**src/rtl/pio_pkg.sv**
```systemverilog
package pio_pkg;

    typedef enum logic [2:0] {
        ACC_NONE,
        ACC_ICTL,
        ACC_IDATA,
        ACC_ITAG,
        ACC_DCTL,
        ACC_DDATA
    } acc_e;

    localparam int OFFS_W       = 16;
    localparam int WORD_W       = 32;
    localparam int TAG_W        = 16;
    localparam int BLK_SHIFT    = 8;
    localparam int BLK_NUM_W    = OFFS_W - BLK_SHIFT;
    localparam int CTL_AINC_BIT = 24;
    localparam int CTL_SEC_BIT  = 28;
    localparam int WORD_BYTES   = 4;

endpackage

```
**src/rtl/pio_decode.sv**
```systemverilog
module pio_decode
    import pio_pkg::*;
#(
    parameter int ADDR_W      = 12,
    parameter int IMEM_BASE   = 'h180,
    parameter int IMEM_STRIDE = 16,
    parameter int IMEM_PORTS  = 4,
    parameter int DMEM_BASE   = 'h1C0,
    parameter int DMEM_STRIDE = 8,
    parameter int DMEM_PORTS  = 8,
    parameter int PORT_W      = 3
) (
    input  logic              wr_en,
    input  logic [ADDR_W-1:0] addr,
    output acc_e              acc,
    output logic [PORT_W-1:0] port
);

    localparam int ISPAN = IMEM_PORTS * IMEM_STRIDE;
    localparam int DSPAN = DMEM_PORTS * DMEM_STRIDE;

    logic [ADDR_W-1:0] irel, drel, islot, dslot;
    logic              in_i, in_d;

    always_comb begin
        irel  = addr - ADDR_W'(IMEM_BASE);
        drel  = addr - ADDR_W'(DMEM_BASE);
        in_i  = (32'(addr) >= IMEM_BASE) && (32'(irel) < ISPAN);
        in_d  = (32'(addr) >= DMEM_BASE) && (32'(drel) < DSPAN);
        islot = (irel % ADDR_W'(IMEM_STRIDE)) >> 2;
        dslot = (drel % ADDR_W'(DMEM_STRIDE)) >> 2;
    end

    always_comb begin
        acc  = ACC_NONE;
        port = '0;
        if (wr_en && in_i) begin
            port = PORT_W'(irel / ADDR_W'(IMEM_STRIDE));
            if (islot == ADDR_W'(0))      acc = ACC_ICTL;
            else if (islot == ADDR_W'(1)) acc = ACC_IDATA;
            else if (islot == ADDR_W'(2)) acc = ACC_ITAG;
        end else if (wr_en && in_d) begin
            port = PORT_W'(drel / ADDR_W'(DMEM_STRIDE));
            if (dslot == ADDR_W'(0))      acc = ACC_DCTL;
            else if (dslot == ADDR_W'(1)) acc = ACC_DDATA;
        end
    end

endmodule

```
**src/rtl/pio_ptr.sv**
```systemverilog
module pio_ptr
    import pio_pkg::*;
(
    input  logic              clk,
    input  logic              rst_n,
    input  logic              ctl_we,
    input  logic              data_we,
    input  logic [WORD_W-1:0] wdata,
    output logic [OFFS_W-1:0] offs
);

    logic ainc;

    always_ff @(posedge clk or negedge rst_n) begin
        if (!rst_n) begin
            offs <= '0;
            ainc <= 1'b0;
        end else if (ctl_we) begin
            offs <= wdata[OFFS_W-1:0];
            ainc <= wdata[CTL_AINC_BIT];
        end else if (data_we && ainc) begin
            offs <= offs + OFFS_W'(WORD_BYTES);
        end
    end

    // an idle port keeps its offset
    p_idle_hold_r9: assert property (@(posedge clk) disable iff (!rst_n)
        (!ctl_we && !data_we) |=> $stable(offs));

    // one word step per store with auto-advance on
    p_step_word_r5: assert property (@(posedge clk) disable iff (!rst_n)
        (data_we && !ctl_we && ainc) |=> (offs == $past(offs) + OFFS_W'(WORD_BYTES)));

endmodule

```
**src/rtl/pio_tag_table.sv**
```systemverilog
module pio_tag_table
    import pio_pkg::*;
#(
    parameter int NBLK  = 16,
    parameter int BLK_W = 4
) (
    input  logic                 clk,
    input  logic                 rst_n,
    input  logic                 we,
    input  logic [BLK_NUM_W-1:0] wblk,
    input  logic [TAG_W-1:0]     wtag,
    input  logic [BLK_W-1:0]     rd_blk,
    output logic [TAG_W-1:0]     rd_tag
);

    logic [TAG_W-1:0] tags [NBLK];
    logic             hit;
    logic [BLK_W-1:0] wsel;

    assign hit  = 32'(wblk) < NBLK;
    assign wsel = wblk[BLK_W-1:0];

    always_ff @(posedge clk or negedge rst_n) begin
        if (!rst_n) begin
            for (int i = 0; i < NBLK; i++) tags[i] <= '0;
        end else if (we && hit) begin
            tags[wsel] <= wtag;
        end
    end

    assign rd_tag = (32'(rd_blk) < NBLK) ? tags[rd_blk] : '0;

    // an accepted tag write is held in its block entry
    p_tag_store_r8: assert property (@(posedge clk) disable iff (!rst_n)
        (we && hit) |=> (tags[$past(wsel)] == $past(wtag)));

endmodule

```
**src/rtl/core_mem_pio.sv**
```systemverilog
module core_mem_pio
    import pio_pkg::*;
#(
    parameter int ADDR_W     = 12,
    parameter int IMEM_PORTS = 4,
    parameter int DMEM_PORTS = 8,
    parameter int IMEM_WORDS = 1024,
    parameter int DMEM_WORDS = 512,
    localparam int IMEM_AW   = $clog2(IMEM_WORDS),
    localparam int DMEM_AW   = $clog2(DMEM_WORDS),
    localparam int TAG_BLKS  = IMEM_WORDS * WORD_BYTES / (1 << BLK_SHIFT),
    localparam int TBLK_W    = $clog2(TAG_BLKS)
) (
    input  logic               clk,
    input  logic               rst_n,
    input  logic               wr_en,
    input  logic [ADDR_W-1:0]  wr_addr,
    input  logic [31:0]        wr_data,
    input  logic [TBLK_W-1:0]  tag_rd_blk,
    output logic [15:0]        tag_rd_data,
    output logic               imem_we,
    output logic               imem_sec,
    output logic [IMEM_AW-1:0] imem_addr,
    output logic [31:0]        imem_wdata,
    output logic               dmem_we,
    output logic [DMEM_AW-1:0] dmem_addr,
    output logic [31:0]        dmem_wdata
);

    localparam int IPW    = $clog2(IMEM_PORTS);
    localparam int DPW    = $clog2(DMEM_PORTS);
    localparam int PORT_W = (IPW > DPW) ? IPW : DPW;

    acc_e              acc;
    logic [PORT_W-1:0] port;

    pio_decode #(
        .ADDR_W(ADDR_W), .IMEM_BASE('h180), .IMEM_STRIDE(16), .IMEM_PORTS(IMEM_PORTS),
        .DMEM_BASE('h1C0), .DMEM_STRIDE(8), .DMEM_PORTS(DMEM_PORTS), .PORT_W(PORT_W)
    ) u_decode (
        .wr_en (wr_en),
        .addr  (wr_addr),
        .acc   (acc),
        .port  (port)
    );

    logic [OFFS_W-1:0]     i_offs [IMEM_PORTS];
    logic [IMEM_PORTS-1:0] i_sec;
    logic [OFFS_W-1:0]     d_offs [DMEM_PORTS];

    for (genvar p = 0; p < IMEM_PORTS; p++) begin : g_iport
        logic ctl_we, data_we;
        assign ctl_we  = (acc == ACC_ICTL)  && (port == PORT_W'(p));
        assign data_we = (acc == ACC_IDATA) && (port == PORT_W'(p));

        pio_ptr u_ptr (
            .clk (clk), .rst_n (rst_n), .ctl_we (ctl_we), .data_we (data_we),
            .wdata (wr_data), .offs (i_offs[p])
        );

        always_ff @(posedge clk or negedge rst_n) begin
            if (!rst_n)      i_sec[p] <= 1'b0;
            else if (ctl_we) i_sec[p] <= wr_data[CTL_SEC_BIT];
        end
    end

    for (genvar q = 0; q < DMEM_PORTS; q++) begin : g_dport
        logic ctl_we, data_we;
        assign ctl_we  = (acc == ACC_DCTL)  && (port == PORT_W'(q));
        assign data_we = (acc == ACC_DDATA) && (port == PORT_W'(q));

        pio_ptr u_ptr (
            .clk (clk), .rst_n (rst_n), .ctl_we (ctl_we), .data_we (data_we),
            .wdata (wr_data), .offs (d_offs[q])
        );
    end

    logic [OFFS_W-1:0] sel_ioffs, sel_doffs;
    logic              sel_isec;
    logic [OFFS_W-3:0] i_word, d_word;
    logic              i_fits, d_fits;
    logic              unused_lowbits;

    always_comb begin
        sel_ioffs = i_offs[port[IPW-1:0]];
        sel_isec  = i_sec[port[IPW-1:0]];
        sel_doffs = d_offs[port[DPW-1:0]];
        i_word    = sel_ioffs[OFFS_W-1:2];
        d_word    = sel_doffs[OFFS_W-1:2];
        i_fits    = 32'(i_word) < IMEM_WORDS;
        d_fits    = 32'(d_word) < DMEM_WORDS;
    end

    assign unused_lowbits = ^{sel_ioffs[1:0], sel_doffs[1:0]};

    logic imem_we_n, dmem_we_n, tag_we;

    always_comb begin
        imem_we_n = 1'b0;
        dmem_we_n = 1'b0;
        tag_we    = 1'b0;
        unique case (acc)
            ACC_IDATA: imem_we_n = i_fits;
            ACC_DDATA: dmem_we_n = d_fits;
            ACC_ITAG:  tag_we    = 1'b1;
            default:   ;
        endcase
    end

    always_ff @(posedge clk or negedge rst_n) begin
        if (!rst_n) begin
            imem_we    <= 1'b0;
            imem_sec   <= 1'b0;
            imem_addr  <= '0;
            imem_wdata <= '0;
            dmem_we    <= 1'b0;
            dmem_addr  <= '0;
            dmem_wdata <= '0;
        end else begin
            imem_we <= imem_we_n;
            dmem_we <= dmem_we_n;
            if (imem_we_n) begin
                imem_sec   <= sel_isec;
                imem_addr  <= i_word[IMEM_AW-1:0];
                imem_wdata <= wr_data;
            end
            if (dmem_we_n) begin
                dmem_addr  <= d_word[DMEM_AW-1:0];
                dmem_wdata <= wr_data;
            end
        end
    end

    pio_tag_table #(.NBLK(TAG_BLKS), .BLK_W(TBLK_W)) u_tags (
        .clk    (clk),
        .rst_n  (rst_n),
        .we     (tag_we),
        .wblk   (sel_ioffs[OFFS_W-1:BLK_SHIFT]),
        .wtag   (wr_data[TAG_W-1:0]),
        .rd_blk (tag_rd_blk),
        .rd_tag (tag_rd_data)
    );

    // never two strobes together
    p_one_strobe_r10: assert property (@(posedge clk) disable iff (!rst_n)
        !(imem_we && dmem_we));

    // a strobe always follows a bus write
    p_strobe_cause_r10: assert property (@(posedge clk) disable iff (!rst_n)
        (imem_we || dmem_we) |-> $past(wr_en));

    // stores outside the memory are dropped
    p_drop_far_r7: assert property (@(posedge clk) disable iff (!rst_n)
        (acc == ACC_IDATA && !i_fits) |=> !imem_we);

endmodule

```
**config.mk**
```make
export PLATFORM = sky130hd
export DESIGN_NAME = core_mem_pio
export DESIGN_NICKNAME = d
export VERILOG_FILES = /design/src/rtl/pio_pkg.sv /design/src/rtl/pio_decode.sv /design/src/rtl/pio_ptr.sv /design/src/rtl/pio_tag_table.sv /design/src/rtl/core_mem_pio.sv
export SDC_FILE = /design/constraint.sdc
export NUM_CORES = 1
export LEC_CHECK = 0
export BUFFER_PORTS_ARGS = -buffer_cell sky130_fd_sc_hd__buf_2
export CAP_MARGIN = 20
export CORE_ASPECT_RATIO = 1.1
export CORE_MARGIN = 1.5
export CORE_UTILIZATION = 40
export CTS_BUF_LIST = sky130_fd_sc_hd__clkbuf_8
export DETAILED_ROUTE_END_ITERATION = 7
export PLACE_DENSITY = 0.63
export REMOVE_ABC_BUFFERS = 1
export SETUP_SLACK_MARGIN = 0.1
export SYNTH_ARGS = -nofsm -noshare
export SYNTH_HDL_FRONTEND = slang
export SYNTH_SLANG_ARGS = --single-unit
```
**constraint.sdc**
```tcl
create_clock -name clk -period 3.22 [get_ports clk]
set_input_delay 0.161 -clock clk [delete_from_list [all_inputs] [get_ports clk]]
set_output_delay 0.161 -clock clk [all_outputs]
set_load 0.02 [all_outputs]
```
# Yosys cells after proc, flatten, opt, wreduce, memory -nomap -nowiden
# Index checks and enable logic that the tools add are counted.
# totals
ff_bits	550
input_bits	51
output_inout_bits	102
word_cells	203
# op_classes
n_addsub	14
n_lt_le_gt_ge	13
eq_ne	14
n_mux	50
bitwise_logic	4
reduce_logical	57
# op_table
op	n
$mux 16	31
$bwmux 256	1
$add 16x3->16 const B	12
$bmux 16 s4	1
$demux 16 s4	1
$bmux 16 s3	1
$logic_and 1x1->1	42
$bmux 16 s2	1
$ge 12x9->1 const B	2
$logic_not 12->1	2
$lt 12x7->1 const B	2
$mux 3	8
$reduce_bool 2->1	12
$sub 12x9->12 const B	2
$eq 3x3->1 const B	6
$lt 14x10->1 const B	1
$lt 14x11->1 const B	1
$eq 3x2->1 const B	4
$ge 5x5->1 const B	2
$not 4->5	2
$lt 8x5->1 const B	1
$eq 3x1->1 const B	2
$lt 5x1->1 const B	1
$ge 4x4->1 const B	1
other kinds (10)	13

# Longest topological paths before layout
# logic_depth
depth_word	16
depth_mapped	13
depth_no_buf	9

# By module
# From an unflattened synthesis, not the netlist that was laid out.
# unflattened
hier_cells	2158
area_unflattened_um2	27839.2
# by_module_without_submodules
mod	n_inst	cells_per_inst	area_each_um2	seq_area_each_um2
pio_tag_table	1	712	11752.5	6406.1
pio_ptr	12	93	912.1	425.4
core_mem_pio	1	307	4979.8	2252.2
pio_decode	1	23	161.4	0.0

# Worst setup path before layout
# OpenSTA, ideal clock, no wires.
# synth_timing
path_type	input to register
start	in wr_addr[7]
end	reg dmem_addr[0]
setup_time_ps	125
arrival_ps	2939
t_required_ps	3095
setup_slack_ps	157
stages	12
n_path_buf	4
cell_sequence	ha_1 > or3_4 > nor4_4 > o21a_1 > buf_6 > buf_6 > mux2_2 > o211ai_1 > o31a_1 > clkbuf_1 > buf_2 > mux2_2
# synth_via
elab_chain_cells	12
elab_cells_between_ends	21
cone_classes	add/sub: 2; order compare: 5; eq/ne: 1; mux: 8; bitwise: 1; reduce/logical: 4
# synth_rtl
element	line_no	source
start: declaration	core_mem_pio.sv:17	input logic [ADDR_W-1:0] wr_addr,
$sub 12x9->12	pio_decode.sv:27	drel = addr - ADDR_W'(DMEM_BASE);
$lt 12x7->1	pio_decode.sv:29	in_d = (32'(addr) >= DMEM_BASE) && (32'(drel) < DSPAN);
$logic_and 1x1->1	pio_decode.sv:29	
$logic_and 1x1->1	pio_decode.sv:42	end else if (wr_en && in_d) begin
$mux 3	pio_decode.sv:42	
$mux 3	pio_decode.sv:37	if (wr_en && in_i) begin
$not 3->4 (implied by the code)	core_mem_pio.sv:87	sel_doffs = d_offs[port[DPW-1:0]];
$bmux 16 s3	core_mem_pio.sv:87	
$mux 16 (implied by the code) (2 in series)	core_mem_pio.sv:87	
$lt 14x10->1	core_mem_pio.sv:91	d_fits = 32'(d_word) < DMEM_WORDS;
$mux 1	core_mem_pio.sv:102	unique case (acc)
end signal: assignment	core_mem_pio.sv:128	dmem_addr <= d_word[DMEM_AW-1:0];
end: declaration	core_mem_pio.sv:26	output logic [DMEM_AW-1:0] dmem_addr,
# Parallel ways exist; a longest one is shown, timed or not. The select of a mux whose other input is x is not followed.
# A chain may end at the register's enable or synchronous reset.

# Final worst setup path
# layout_timing
start	reg g_iport[2].u_ptr.offs[13]
end	reg u_tags.tags[166] in the netlist's numbering
# layout_via
elab_chain_cells	5
# layout_rtl
element	line_no	source
start: declaration	pio_ptr.sv:9	output logic [OFFS_W-1:0] offs
start signal: assignment	pio_ptr.sv:19	offs <= wdata[OFFS_W-1:0];
start signal: assignment	pio_ptr.sv:22	offs <= offs + OFFS_W'(WORD_BYTES);
$bmux 16 s2	core_mem_pio.sv:85	sel_ioffs = i_offs[port[IPW-1:0]];
$mux 16 (implied by the code) (2 in series)	core_mem_pio.sv:85	
$lt 8x5->1	pio_tag_table.sv:20	assign hit = 32'(wblk) < NBLK;
$logic_and 1x1->1	pio_tag_table.sv:26	end else if (we && hit) begin
end signal: indexed assignment	pio_tag_table.sv:27	tags[wsel] <= wtag;
end: declaration	pio_tag_table.sv:16	logic [TAG_W-1:0] tags [NBLK];
# No other way between the ends. The select of a mux whose other input is x is not followed.

==> metrics.md <==
| Metric | Value |
|---|---|
| Outcome | `completed` |
| Syn Area/Cell | `11.7 um2` |
| Slowest cell on crit path | `or4_1` |
| DIE WIDTH | `250 um` |
| Setup TNS Final | `0 ps` |
| Crit-path leading delay family | `compound AO/OA/AOI/OAI gates` |
| Setup Buffers After CTS | `0` |
| Effective utilization at floorplan | `40.5%` |
| Reg2Reg Setup Slack | `450 ps` |
| Post-DR wirelength/cell | `21.9 um` |
| Via count | `19,900` |
| Fin crit share | `85.9%` |
| Largest net degree at the start of global routing | `104` |
| Vias in the first global route | `20,000` |
| Clock Tree Buf Depth | `3` |
| Endpoint type of the worst setup path | `flip-flop` |
| Syn Inst Count | `2,306` |
| First-pass GRT wire length | `118,000 um` |
| Overall routing resource usage | `22.0%` |
| Cell area after synthesis | `0.0269 mm2` |
| Most frequent cell after synthesis | `dfrtp_1` |
| Top Ports | `153` |
| CP bufs+invs | `2` |
| Yosys top cell area share | `48.9%` |
| Post-synthesis sequential area ratio | `48.9%` |
| Fmax | `0.362 GHz` |
| Critical path startpoint category | `flip-flop` |
| Post-route core utilization | `47.4%` |
| Post-Route Hold Slack | `82.6 ps` |
| Clock H-tree levels | `3` |
| R2R Path Start | `g_iport[2].u_ptr.offs[13]` |
| Commonest cells in the netlist | `526 x dfrtp_1, 353 x mux2_2, 242 x nand2_1` |
| # nets final | `2,587` |
| Syn. warnings | `0` |
| Min Tclk post-route | `2770 ps` |
| Critical Path RT | `3780 ps` |
| Finished layout cell area | `0.0315 mm2` |
| PnR worst setup slack | `454 ps` |
| Row cnt | `99` |
| Setup CP Type | `flip-flop to flip-flop` |
| Total grt overflow | `0` |
| Max-slew violations | `0` |
| Number of max-cap violations | `0` |
| Placed cell areas | `0.0294 mm2` |
| Yosys top cell by area | `dfrtp_1` |
| Clock transition at the registers of the reported paths | `60 ps` |
| Clk_lat worst skew | `710 ps` |
| Chip height | `275 um` |
| Pre-CTS setup slack | `-27.0 ps` |
| CTS Buf Count | `92` |
| Placed insts | `3,262` |
| Share of post-route cells with drive strength above 1 | `33.9%` |
| Via/cell ratio | `5.75` |
| Fraction of registers with async set/reset | `100%` |
| Pwr Total | `14.1 mW` |
| Slew @ Worst Pin | `985 ps` |
| Post-synthesis cell type count | `68` |
| Hold_buf cts | `22` |
| Final setup fails | `0` |
| FF+latch area | `0.0132 mm2` |
| CTS root buf | `clkbuf_8` |
| Ranking of synthesized cells by area | `dfrtp_1 49%, mux2_2 15%, mux4_2 6.8%` |
| R2r worst-path depth | `8` |
| Post-Layout Cell Count | `3,452` |
| Core area | `0.0664 mm2` |
| RSZ-0062 raised after global routing | `no` |
| ANT nets after route | `0` |
| RD Place Congestion | `0.908` |
| Iter 0 DRT Violations | `1,543` |
| Worst Hold Class | `input port to async pin` |
| CTS tree | `done` |
| Largest fanout on the critical path | `16` |
| Pleak | `15.4 nW` |
| I/O Buffers | `150` |
| Multi-input combinational cell area | `0.0129 mm2` |
| CTS Sinks | `526` |
| Final WL | `75,600 um` |
| Relative slew slack | `34.3%` |
| Max IR drop VDD | `325 uV` |
| Fill count | `5,932` |
| Initial antenna violation count | `1` |
| Final hold vios | `0` |
| Ys flop type | `dfrtp_1` |
| Setup Skew | `50.8 ps` |
| Power Density | `447 mW/mm2` |
| Resized Gates After CTS | `0` |
| Die ar. | `0.0689 mm2` |
| Layout area overhead | `16.9%` |
| Worst endpoint data arrival time | `3330 ps` |
| Post-DP HPWL | `48,300 um` |
| Worst-path cell chain | `or4_1 > a211oi_1 > a211oi_1 > a211oi_4 > buf_12 > nand4_2 > buf_12 > mux2_1` |
| First-pass iteration count of the detailed router | `5` |
| Post-synth EDFFs | `0` |
| Seq cells post-synth | `526` |
| Slowest stage delay, CP | `510 ps` |
| Drt drc | `0` |
| RR Endpoint | `u_tags.tags[166]` |
## cells by family after synthesis
kind of cell    synth area share, %
flops                          48.9
xor+xnor                       1.69
mux                            24.6
compound gates                 7.60
fa+ha+maj                     0.697
buf+inv                        3.35
simple gates                   13.1
## where the power goes
part           switching [mW]  internal, mW  total (mW)  leakage (nW)
logic                   0.675         0.342        1.02          7.06
clock network            2.87          3.34        6.20          1.08
registers              0.0949          6.75        6.84          7.29
## layout by cell type, fill, tap and decap left out, drive strengths merged, types with 22 or more instances in the layout
cell type | synthesis | routed
and3 | 71 | 71
a32oi | 22 | 22
a31oi | 22 | 22
nor3b | 22 | 22
nor3 | 55 | 55
nand4 | 41 | 41
xor2 | 24 | 24
mux2 | 367 | 367
nand2 | 242 | 242
nand3 | 64 | 64
nor2 | 101 | 101
xnor2 | 28 | 28
o21ai | 159 | 159
a21oi | 36 | 36
nor4 | 23 | 23
buf | 52 | 258
clkbuf | 107 | 116
dlygate4sd3 | 0 | 22
mux2i | 63 | 63
inv | 48 | 81
mux4 | 81 | 81
dfrtp | 526 | 526
o311ai | 23 | 23
## layer usage
metal | up-vias | share of wire [%] | global-route usage, % | routed length [um]
met3 | 133 | 5.3 | 3.71 | 3990
met5 | - | 0 | 0 | 0
met2 | 604 | 48 | 36.0 | 36200
li1 | 8892 | - | - | -
met1 | 10200 | 44 | 29.6 | 33400
met4 | 0 | 2.8 | 7.51 | 2090
## final cells by class
class / count / area share [%]
antenna: 1 / 0.00795
clock buffer: 116 / 5.07
clock inverter: 50 / 0.863
inverter: 48 / 0.572
multi-input combinational: 1573 / 41.0
sequential: 526 / 41.8
tap: 858 / 3.41
timing repair buffer: 280 / 7.22
## flip-flops by register name, indices dropped and copies added (netlist names), 4 cells and up
register,count
g_iport.u_ptr.ainc,4
imem_addr,10
g_dport.u_ptr.offs,112
g_iport.u_ptr.offs,56
g_dport.u_ptr.ainc,8
dmem_wdata,32
i_sec,4
u_tags.tags,256
imem_wdata,32
dmem_addr,9
## worst max-delay path by stage
stage                                    from               end  cells after the start
finish              g_iport[2].u_ptr.offs[13]  u_tags.tags[166]                      8
global route                       wr_addr[4]  u_tags.tags[117]                     11
CTS                 g_iport[2].u_ptr.offs[13]  u_tags.tags[166]                      8
detailed placement                 wr_addr[7]  u_tags.tags[126]                     11
global placement                   wr_addr[7]    dmem_wdata[31]                     12
floorplan                          wr_addr[7]      dmem_addr[0]                      8
No activity file was read; power rests on OpenSTA's default activity.
